### src/rtl/seg_dac_front.sv
module seg_dac_front #(
  parameter int CODE_W = 14,
  parameter int HI_W   = 5,
  parameter int MID_W  = 4
) (
  input  logic                  clk,
  input  logic                  rst,
  input  logic [CODE_W-1:0]     code_i,
  output logic [(2**HI_W-1)+(2**MID_W-1)+(CODE_W-HI_W-MID_W)-1:0] sw_o
);
  localparam int LO_W  = CODE_W - HI_W - MID_W;
  localparam int HI_N  = 2**HI_W - 1;
  localparam int MID_N = 2**MID_W - 1;
  localparam int SW_W  = HI_N + MID_N + LO_W;

  logic [CODE_W-1:0] code_q;
  logic [SW_W-1:0]   sw_q;
  logic [HI_N-1:0]   hi_t;
  logic [MID_N-1:0]  mid_t;

  wire [HI_W-1:0]  hi_v  = code_q[CODE_W-1 -: HI_W];
  wire [MID_W-1:0] mid_v = code_q[LO_W +: MID_W];
  wire [LO_W-1:0]  lo_v  = code_q[LO_W-1:0];

  for (genvar k = 0; k < HI_N; k++) begin : g_hi
    assign hi_t[k] = hi_v > HI_W'(k);
  end

  for (genvar k = 0; k < MID_N; k++) begin : g_mid
    assign mid_t[k] = mid_v > MID_W'(k);
  end

  always_ff @(posedge clk) begin
    if (rst) begin
      code_q <= '0;
      sw_q   <= '0;
    end else begin
      code_q <= code_i;
      sw_q   <= {hi_t, mid_t, lo_v};
    end
  end

  assign sw_o = sw_q;
endmodule

### config.mk
export PLATFORM = sky130hd
export DESIGN_NAME = seg_dac_front
export DESIGN_NICKNAME = d
export VERILOG_FILES = /design/src/rtl/seg_dac_front.sv
export SDC_FILE = /design/constraint.sdc
export NUM_CORES = 1
export LEC_CHECK = 0
export BUFFER_PORTS_ARGS = -buffer_cell sky130_fd_sc_hd__buf_2
export CAP_MARGIN = 40
export CORE_MARGIN = 2
export CORE_UTILIZATION = 45
export CTS_CLUSTER_SIZE = 25
export DETAILED_ROUTE_END_ITERATION = 10
export PLACE_DENSITY = 0.73
export SLEW_MARGIN = 0
export SYNTH_ARGS = -nofsm -noshare
export SYNTH_HDL_FRONTEND = slang
export SYNTH_SLANG_ARGS = --single-unit
### constraint.sdc
create_clock -name clk -period 2.35 [get_ports clk]
set_clock_uncertainty 0.15 [all_clocks]
set_input_delay 0 -clock clk [delete_from_list [all_inputs] [get_ports clk]]
set_output_delay 0 -clock clk [all_outputs]
set_load 0.005 [all_outputs]
## Word-level counts from Yosys, hierarchy flattened

Cells that the tools add are included.

| cells by class | value |
|---|---|
| $lt $le $gt $ge | 46 |

Operators by type and width:

| kind | count |
|---|---|
| 5-bit > comparator, second input constant | 15 |
| 5-bit by 4-bit > comparator with 1-bit output, second input constant | 8 |
| 4-bit > comparator, second input constant | 7 |
| 5-bit by 3-bit > comparator with 1-bit output, second input constant | 4 |
| 4-bit by 3-bit > comparator with 1-bit output, second input constant | 4 |
| 5-bit by 1-bit > comparator with 1-bit output, second input constant | 2 |
| 5-bit by 2-bit > comparator with 1-bit output, second input constant | 2 |
| 4-bit by 1-bit > comparator with 1-bit output, second input constant | 2 |
| 4-bit by 2-bit > comparator with 1-bit output, second input constant | 2 |

| storage, ports and cells | value |
|---|---|
| bits of input ports | 16 |
| register bits | 65 |

## Longest topological paths before layout

Gate-level depths: netlist of run 1.

| depth | value |
|---|---|
| depth in word-level cells | 1 |
| depth in mapped cells | 4 |

## Worst setup path after synthesis of run 1

OpenSTA, ideal clock, no wires.

| timing | value |
|---|---|
| kind | flip-flop to flip-flop |
| from | reg code_q[12] |
| to | reg sw_q[21] (netlist: sw_o[21]) |
| clock period less this slack | 1.083 ns |
| arrival time | 0.803 ns |
| buffers on the path | 1 |
| data required time | 2.070 ns |
| stages on the path, launching flop included | 4 |
| setup time | 0.130 ns |
| setup slack | 1.267 ns |
| cell sequence | dfxtp_1 buf_2 nor2_1 a21oi_1 |

| between the ends | value |
|---|---|
| cells in the longest elaborated chain, start to end | 1 |

Ends and longest elaborated chain:

| item | RTL line | text |
|---|---|---|
| start, declared | 16 | `logic [CODE_W-1:0] code_q;` |
| start signal, assigned | 38 | `code_q <= code_i;` |
| 5-bit by 1-bit > comparator with 1-bit output | 26 | `assign hi_t[k] = hi_v > HI_W'(k);` |
| end signal, assigned | 39 | `sw_q <= {hi_t, mid_t, lo_v};` |
| end, declared | 17 | `logic [SW_W-1:0] sw_q;` |

Every way passes these cells.
A chain may end at the register's enable or synchronous reset.

## Worst setup path in the final report of run 1

| timing | value |
|---|---|
| from | in rst |
| to | reg code_q[3] |

RTL lines:

| item | RTL line | text |
|---|---|---|
| start, declared | 7 | `input logic rst,` |

No word-level cell between the ends.

==> out/qor_table.md, run 1 <==
| Result | Reported | Unit |
|---|---|---|
| Startpoint of the most critical hold path | code_i[9] | - |
| Net switching power figure | 436.3 | uW |
| Worst Path Class, Setup | in -> reg | - |
| Yosys warns | 0 | - |
| Number of nets in the finished design | 274 | - |
| R2r endpoint | sw_o[21] | - |
| Maximum fanout count along the critical path | 36 | - |
| Least-Margin Pin Slew | 0.5585 | ns |
| Syn avg cell area | 10.63 | sq um |
| Area of the mapped netlist | 1871 | sq um |
| Max Clk Rate | 0.6243 | GHz |
| Final setup violation count | 0 | - |
| Die outline area | 4688 | sq um |
| Routed wire length | 3.440 | mm |
| Commonest non-fill, non-tap cells in the layout | sky130_fd_sc_hd__buf_2 (66), sky130_fd_sc_hd__dfxtp_1 (65), sky130_fd_sc_hd__a21oi_1 (24), sky130_fd_sc_hd__nor2_1 (24), sky130_fd_sc_hd__dlygate4sd3_1 (16) | - |
| Total congestion overflow | 0 | - |
| Proportion of total power due to net switching | 20.86 | % |
| Skew-Pair Late Insertion Delay | 0.32 | ns |
| Final total negative setup slack | 0 | ns |
| Power Density | 826.7 | nW/um^2 |
| CP max-delay cell | sky130_fd_sc_hd__dlygate4sd3_1 | - |
| Maximum Capacitance Violations | 0 | - |
| Sequential Power Share | 56.3 | % |
| Port Buffer Count | 66 | - |
| Per-cell routed wire length | 11.06 | um |
| Post-route clock period utilization | 68.16 | % |
| Starting utilization of the core area | 46.76 | % |
| Worst hold path cell count | 3 | - |
| Pin count of the biggest net entering global routing | 37 | - |
| Total clock sinks | 65 | - |
| Clock transition at the registers of the reported paths | 0.06 | ns |
| CTS Hold Buffers Added | 16 | - |
| FILL cells | 341 | - |
| Gp weighted congestion | 0.8032 | - |
| Core Region | 4000 | sq um |
| Maximum level of the CTS H-tree | 3 | - |
| Fraction of final layout cells with drive strength greater than 1 | 30.27 | % |
| Number of detailed-route iterations in the first pass | 4 | - |
| R2R cell count | 2 | - |
| Most common library cell in the layout ignoring fill and taps | sky130_fd_sc_hd__buf_2 | - |
| Peak VDD IR | 0.3730 | mV |
| Hold-critical path endpoint | code_q[9] | - |
| Unique cell type count in the Yosys netlist | 21 | - |
| Dominant synthesized flop cell | sky130_fd_sc_hd__dfxtp_1 | - |
| Final cell count without fillers | 311 | - |
| Number of nets produced by synthesis | 192 | - |
| Post-DRT Antenna Nets | 0 | - |
| Setup slack of the most critical reg-to-reg path | 1.12 | ns |
| Final Slew Violations | 0 | - |
| Arr. time, crit path | 1.66 | ns |
| Internal power summed over all cells | 1655 | uW |
| Clk buf depth | 2 | - |
| Result of the run | finished, final reports clean | - |
| Global-route wire length before repair | 5.271 | mm |
| Number of DRC markers in iteration 0 | 57 | - |
| Final worst path period need | 1.602 | ns |
| Kind of end point of the critical path | flip-flop | - |
| Number of buffers inserted during clock tree synthesis | 9 | - |
| Async S/R FF share, synth | 0 | % |
| Chip Width | 68.47 | um |
| Number of standard-cell rows in the floorplan | 23 | - |
| Source of the worst register-to-register timing path | code_q[12] | - |
| HPWL Detailed | 2.280 | mm |
| Number of antenna violations at the first check in global routing | 0 | - |
| CTS root buf | sky130_fd_sc_hd__clkbuf_8 | - |
| #FFs+latches synth | 65 | - |
| Static leakage | 0.001215 | uW |
| Worst path required time | 2.41 | ns |
| Sequential share of the synthesized area | 69.57 | % |
| EDFF count, synth | 0 | - |
| Setup repair after global routing missed its margin | false | - |
| Crit path launch type | input port | - |
| Die height | 68.47 | um |
| Number of DRC violations after detailed routing | 0 | - |
| Total I/O pin count | 67 | - |
| Cell occurring most often along the worst timing path | sky130_fd_sc_hd__dlygate4sd3_1 | - |
| Cell count after placement | 281 | - |
| Overall Global Routing Usage | 16.33 | % |
| CP peak stage delay | 0.56 | ns |
| Clock Power Share | 37.2 | % |
| Total count of hold-check failures in the final report | 0 | - |
| Number of gates given a new drive strength after cts | 0 | - |
| Vias after detailed routing | 1401 | - |
| Worst slew margin relative to its limit | 62.77 | % |
| Classification of the worst-slack hold path | in -> reg | - |
| Postcts setup bufs | 0 | - |
| Comb power frac | 6.5 | % |
| Number of instances in the synthesized netlist | 176 | - |
| Area growth syn-to-layout | 35.25 | % |
| Via density per instance | 4.505 | - |
| CTS tree | done | - |
| Vias in the first global route | 1174 | - |
| Series of cell instances along the critical path | dlygate4sd3_1 -> buf_2 -> nor2b_1 -> dlygate4sd3_1 | - |
| Diodes inserted | 0 | - |
synthesized netlist by cell type (all sizes together), types with 3 or more instances:
master / n / area, sq um
dfxtp: 65 / 1301
a21oi: 24 / 120.1
o21ai: 3 / 15.01
and2b: 5 / 37.54
clkbuf: 3 / 11.26
nor2b: 14 / 87.58
nand2: 5 / 18.77
nor3: 4 / 20.02
buf: 9 / 52.55
inv: 7 / 26.28
nand3: 3 / 15.01
nor2: 24 / 90.09
stage by stage:
stage          worst slack, ns  utilization [%]  hold WS [ns]  total power, uW  instance area [sq um]
6_report                0.7483            63.25        0.2659             2091                   2530
5_1_grt                 0.6625            63.25        0.2671             2199                   2530
4_1_cts                 0.7785            63.25        0.2471             2118                   2530
2_1_floorplan            1.267                -      -0.02480             1265                   1871
3_3_place_gp             1.170            55.18       0.05520             1316                   2207
3_5_place_dp             1.126            55.18       0.05750             1319                   2207
cell type report:
class                      count  area (sq um)  area share [%]
inverter                       7         26.28           1.039
sequential                    65          1301           51.43
multi-input combinational     92         479.2           18.94
clock buffer                  14         162.7           6.429
tap                           50         62.56           2.473
timing repair buffer          83         498.0           19.68
logic make-up after synthesis:
family                 synth area share (%)
flip-flops                            69.57
buffers and inverters                 4.816
AO/OA/AOI/OAI                         8.362
AND/OR/NAND/NOR                       17.26
layer usage:
| layer | GRT usage, % | vias up | wire length [um] |
|---|---|---|---|
| met5 | 0 | - | 0 |
| li1 | - | 724 | - |
| met1 | 19.59 | 622 | 1457 |
| met3 | 6.908 | 4 | 241 |
| met4 | 9.000 | 0 | 39 |
| met2 | 24.52 | 51 | 1702 |
power by group through the flow:
stage | combinational, uW | sequential, uW | clock [uW]
floorplan | 71.7 | 1190 | 0
global placement | 117 | 1200 | 0
detailed placement | 117 | 1200 | 0
CTS | 138 | 1180 | 803
global route | 156 | 1180 | 861
finish | 137 | 1180 | 778
worst max path at each step:
| stage | start | to | slack (ns) |
|---|---|---|---|
| floorplan | code_q[12] | sw_o[21] | 1.27 |
| global placement | code_q[10] | sw_o[20] | 1.17 |
| detailed placement | code_q[12] | sw_o[21] | 1.13 |
| CTS | rst | code_q[3] | 0.78 |
| global route | rst | code_q[3] | 0.66 |
| finish | rst | code_q[3] | 0.75 |
flip-flops by register name (all words and copies together) (netlist names):
signal / flops
sw_o: 51
code_q: 14
critical path: cells and delay by family:
kind / cells / cell delay [ns]
buf+inv: 3 / 1.56
simple gates: 1 / 0.09
Note: power is estimated with default switching activity, not from simulation.
==> run 2: changes to the inputs <==
--- a/config.mk
+++ b/config.mk
@@ -5,10 +5,11 @@
 export SDC_FILE = /design/constraint.sdc
 export NUM_CORES = 1
 export LEC_CHECK = 0
+export ABC_AREA = 1
 export BUFFER_PORTS_ARGS = -buffer_cell sky130_fd_sc_hd__buf_2
 export CAP_MARGIN = 40
 export CORE_MARGIN = 2
-export CORE_UTILIZATION = 45
+export CORE_UTILIZATION = 43
 export CTS_CLUSTER_SIZE = 25
 export DETAILED_ROUTE_END_ITERATION = 10
 export PLACE_DENSITY = 0.73
==> constraint.sdc (replaced) <==
create_clock -name clk -period 1.4 [get_ports clk]
set_clock_uncertainty 0.15 [all_clocks]
set_input_delay 0 -clock clk [delete_from_list [all_inputs] [get_ports clk]]
set_output_delay 0 -clock clk [all_outputs]
set_load 0.005 [all_outputs]
==> out/qor_table.md, run 2 <==
| Result | Reported | Unit |
|---|---|---|
| Proportion of total power due to net switching | 22.41 | % |
| EDFF count, synth | 0 | - |
| Number of instances in the synthesized netlist | 222 | - |
| Final setup violation count | 0 | - |
| Setup slack of the most critical reg-to-reg path | 0.23 | ns |
| Post-route clock period utilization | 94.77 | % |
| Arithmetic-cell share of the synthesized area counting full adders, half adders and majority gates | 0 | % |
| Sequential Power Share | 52.0 | % |
| Routed wire length | 3.784 | mm |
| Gp weighted congestion | 0.8241 | - |
| Area of the mapped netlist | 1937 | sq um |
| R2R cell count | 4 | - |
| Global-route wire length before repair | 6.327 | mm |
| Kind of end point of the critical path | flip-flop | - |
| Worst slew margin relative to its limit | 77.23 | % |
| Source of the worst register-to-register timing path | code_q[13] | - |
| Most repeated cell in the gate-level netlist after synthesis | sky130_fd_sc_hd__dfxtp_1 | - |
| Peak VDD IR | 0.6363 | mV |
| HPWL Detailed | 2.667 | mm |
| Cell count after placement | 337 | - |
| Syn avg cell area | 8.725 | sq um |
| Fraction of the mapped netlist area in compound gates | 4.393 | % |
| Maximum Capacitance Violations | 0 | - |
| Hold-critical path endpoint | sw_o[3] | - |
| Number of DRC violations after detailed routing | 0 | - |
| #FFs+latches synth | 65 | - |
| Overall Global Routing Usage | 16.41 | % |
| Port Buffer Count | 66 | - |
| Final cell count without fillers | 373 | - |
| Dominant synthesized flop cell | sky130_fd_sc_hd__dfxtp_1 | - |
| Least-Margin Pin Slew | 0.3380 | ns |
| Maximum fanout count along the critical path | 12 | - |
| Final worst path period need | 1.327 | ns |
| Via density per instance | 4.217 | - |
| Total congestion overflow | 0 | - |
| Commonest non-fill, non-tap cells in the layout | sky130_fd_sc_hd__dfxtp_1 (65), sky130_fd_sc_hd__buf_2 (65), sky130_fd_sc_hd__nor2_1 (44), sky130_fd_sc_hd__inv_1 (41), sky130_fd_sc_hd__nand2_1 (33) | - |
| Total I/O pin count | 67 | - |
| Result of the run | finished, final reports clean | - |
| Worst hold path cell count | 2 | - |
| Commonest cells post-synth | sky130_fd_sc_hd__dfxtp_1 (65), sky130_fd_sc_hd__nor2_1 (44), sky130_fd_sc_hd__inv_1 (41) | - |
| Worst Path Class, Setup | in -> reg | - |
| Max Clk Rate | 0.7537 | GHz |
| Maximum level of the CTS H-tree | 3 | - |
| Count of buffer and inverter cells on the critical path | 3 | - |
| Async S/R FF share, synth | 0 | % |
| Net switching power figure | 845.4 | uW |
| Biggest area contributors in the synthesized netlist | sky130_fd_sc_hd__dfxtp_1 (67%), sky130_fd_sc_hd__nor2_1 (8.5%), sky130_fd_sc_hd__inv_1 (7.9%), sky130_fd_sc_hd__nand2_1 (6.4%), sky130_fd_sc_hd__a21oi_1 (3.4%) | - |
| Total count of hold-check failures in the final report | 0 | - |
| Multi-input gate area in the final layout | 431.7 | sq um |
| R2r endpoint | sw_o[22] | - |
| Chip Width | 71.12 | um |
| Clk buf depth | 2 | - |
| Fraction of final layout cells with drive strength greater than 1 | 29.28 | % |
| Main combinational cell family by area after synthesis | simple AND/OR/NAND/NOR gates | - |
| Die outline area | 5057 | sq um |
| Number of standard-cell rows in the floorplan | 24 | - |
| Number of detailed-route iterations in the first pass | 4 | - |
| Number of buffers inserted during clock tree synthesis | 9 | - |
| Number of DRC markers in iteration 0 | 54 | - |
| Flip-flop count of the largest register, all copies and words added | 51 | - |
| Pin count of the biggest net entering global routing | 19 | - |
| CTS tree | done | - |
| Static leakage | 0.001507 | uW |
| Vias after detailed routing | 1573 | - |
| Setup repair after global routing missed its margin | false | - |
| Footprint of the flip-flops and latches | 1301 | sq um |
| Startpoint of the most critical hold path | code_q[3] | - |
| Cell type with the highest aggregate area in the netlist | sky130_fd_sc_hd__dfxtp_1 | - |
| Crit path launch type | input port | - |
| Core Region | 4354 | sq um |
| Worst path required time | 1.52 | ns |
| Clock transition at the registers of the reported paths | 0.07 | ns |
| Overall power of the completed layout | 3772 | uW |
| Yosys warns | 0 | - |
| Starting utilization of the core area | 44.48 | % |
| Classification of the worst-slack hold path | reg -> reg | - |
| Total clock sinks | 65 | - |
| Final Slew Violations | 0 | - |
| Die height | 71.12 | um |
| Clock Power Share | 40.8 | % |
| Post-DRT Antenna Nets | 0 | - |
| Internal power summed over all cells | 2927 | uW |
| CTS root buf | sky130_fd_sc_hd__clkbuf_8 | - |
| Unique cell type count in the Yosys netlist | 14 | - |
| Xor and xnor fraction of the mapped netlist area | 0 | % |
| CP max-delay cell | sky130_fd_sc_hd__dlygate4sd3_1 | - |
| Comb power frac | 7.2 | % |
| Power Density | 1387 | nW/um^2 |
| Final total negative setup slack | 0 | ns |
| Diodes inserted | 0 | - |
| Post-synthesis mux area share | 0 | % |
| CP peak stage delay | 0.57 | ns |
| Number of nets in the finished design | 332 | - |
| Cell type group with the largest total delay on the critical path | buffers and inverters | - |
| Number of antenna violations at the first check in global routing | 0 | - |
| Series of cell instances along the critical path | dlygate4sd3_1 -> clkbuf_4 -> nor2_1 -> dlygate4sd3_1 | - |
| Arr. time, crit path | 1.45 | ns |
| Area growth syn-to-layout | 40.37 | % |
| Skew-Pair Late Insertion Delay | 0.32 | ns |
| Proportion of netlist area held by the largest area contributor | 67.18 | % |
| Cell occurring most often along the worst timing path | sky130_fd_sc_hd__dlygate4sd3_1 | - |
| Sequential share of the synthesized area | 67.18 | % |
| Per-cell routed wire length | 10.14 | um |
| FILL cells | 374 | - |
| Area share of and/or/nand/nor cells after synthesis | 17.89 | % |
| Worst hold margin | 0.2541 | ns |
| Number of nets produced by synthesis | 238 | - |
| Vias in the first global route | 1531 | - |
[run 2: per-stage QoR]
stage / setup WS (ns) / util (%) / cell area [sq um]
6_report: 0.07326 / 62.44 / 2719
5_1_grt: 0.03823 / 62.44 / 2719
4_1_cts: 0.07398 / 62.39 / 2716
3_5_place_dp: 0.2416 / 53.28 / 2320
3_3_place_gp: 0.2753 / 53.28 / 2320
2_1_floorplan: 0.3294 / - / 1937
[run 2: how the worst max path moves through the flow]
| stage | start | to | slack, ns | depth (start not counted) |
|---|---|---|---|---|
| floorplan | code_q[13] | sw_o[20] | 0.33 | 5 |
| detailed placement | code_q[13] | sw_o[22] | 0.24 | 4 |
| global route | rst | code_q[13] | 0.04 | 4 |
| CTS | rst | code_q[13] | 0.07 | 4 |
| finish | rst | code_q[10] | 0.07 | 4 |
| global placement | code_q[12] | sw_o[20] | 0.28 | 4 |
[run 2: layout make-up]
| class | count | area share, % |
|---|---|---|
| Inverter | 49 | 6.765 |
| Clock buffer | 11 | 5.200 |
| Tap cell | 52 | 2.393 |
| Multi-Input combinational cell | 104 | 15.88 |
| Clock inverter | 5 | 2.025 |
| Timing Repair Buffer | 87 | 19.88 |
| Sequential cell | 65 | 47.86 |
[run 2: logic make-up (layout without fill, tap and decap cells)]
group	after synthesis	after routing
AOI/OAI and AO/OA	17	17
and+or+nand+nor	87	87
DFF	65	65
buffers and inverters	53	152
[run 2: routing by layer]
| layer | track usage [%] | vias to the layer above | part of all wire [%] |
|---|---|---|---|
| li1 | - | 832 | - |
| met1 | 18.93 | 685 | 44 |
| met2 | 26.17 | 47 | 48 |
| met3 | 4.274 | 9 | 5.1 |
| met4 | 12.16 | 0 | 2.7 |
| met5 | 0 | - | 0 |
[run 2: timing repair]
item | 4_1_cts | 5_1_grt
endpoints found under the hold margin | 19 | 0
setup buffers | 0 | 0
resized for setup | 0 | 1
hold buffers | 20 | 0
setup endpoints to repair | 0 | 4
[run 2: tightest hold or removal path: stages, from the launching register on]
cell	delay [ns]
sky130_fd_sc_hd__dfxtp_1	0.30
sky130_fd_sc_hd__inv_1	0.04
sky130_fd_sc_hd__nor2_1	0.03
[run 2: power groups by stage]
stage / sequential, uW / combinational (uW) / clock [uW]
6_report: 1960 / 270 / 1540
5_1_grt: 1970 / 307 / 1650
4_1_cts: 1960 / 271 / 1570
3_5_place_dp: 2010 / 228 / 0
2_1_floorplan: 2010 / 118 / 0
3_3_place_gp: 2000 / 225 / 0
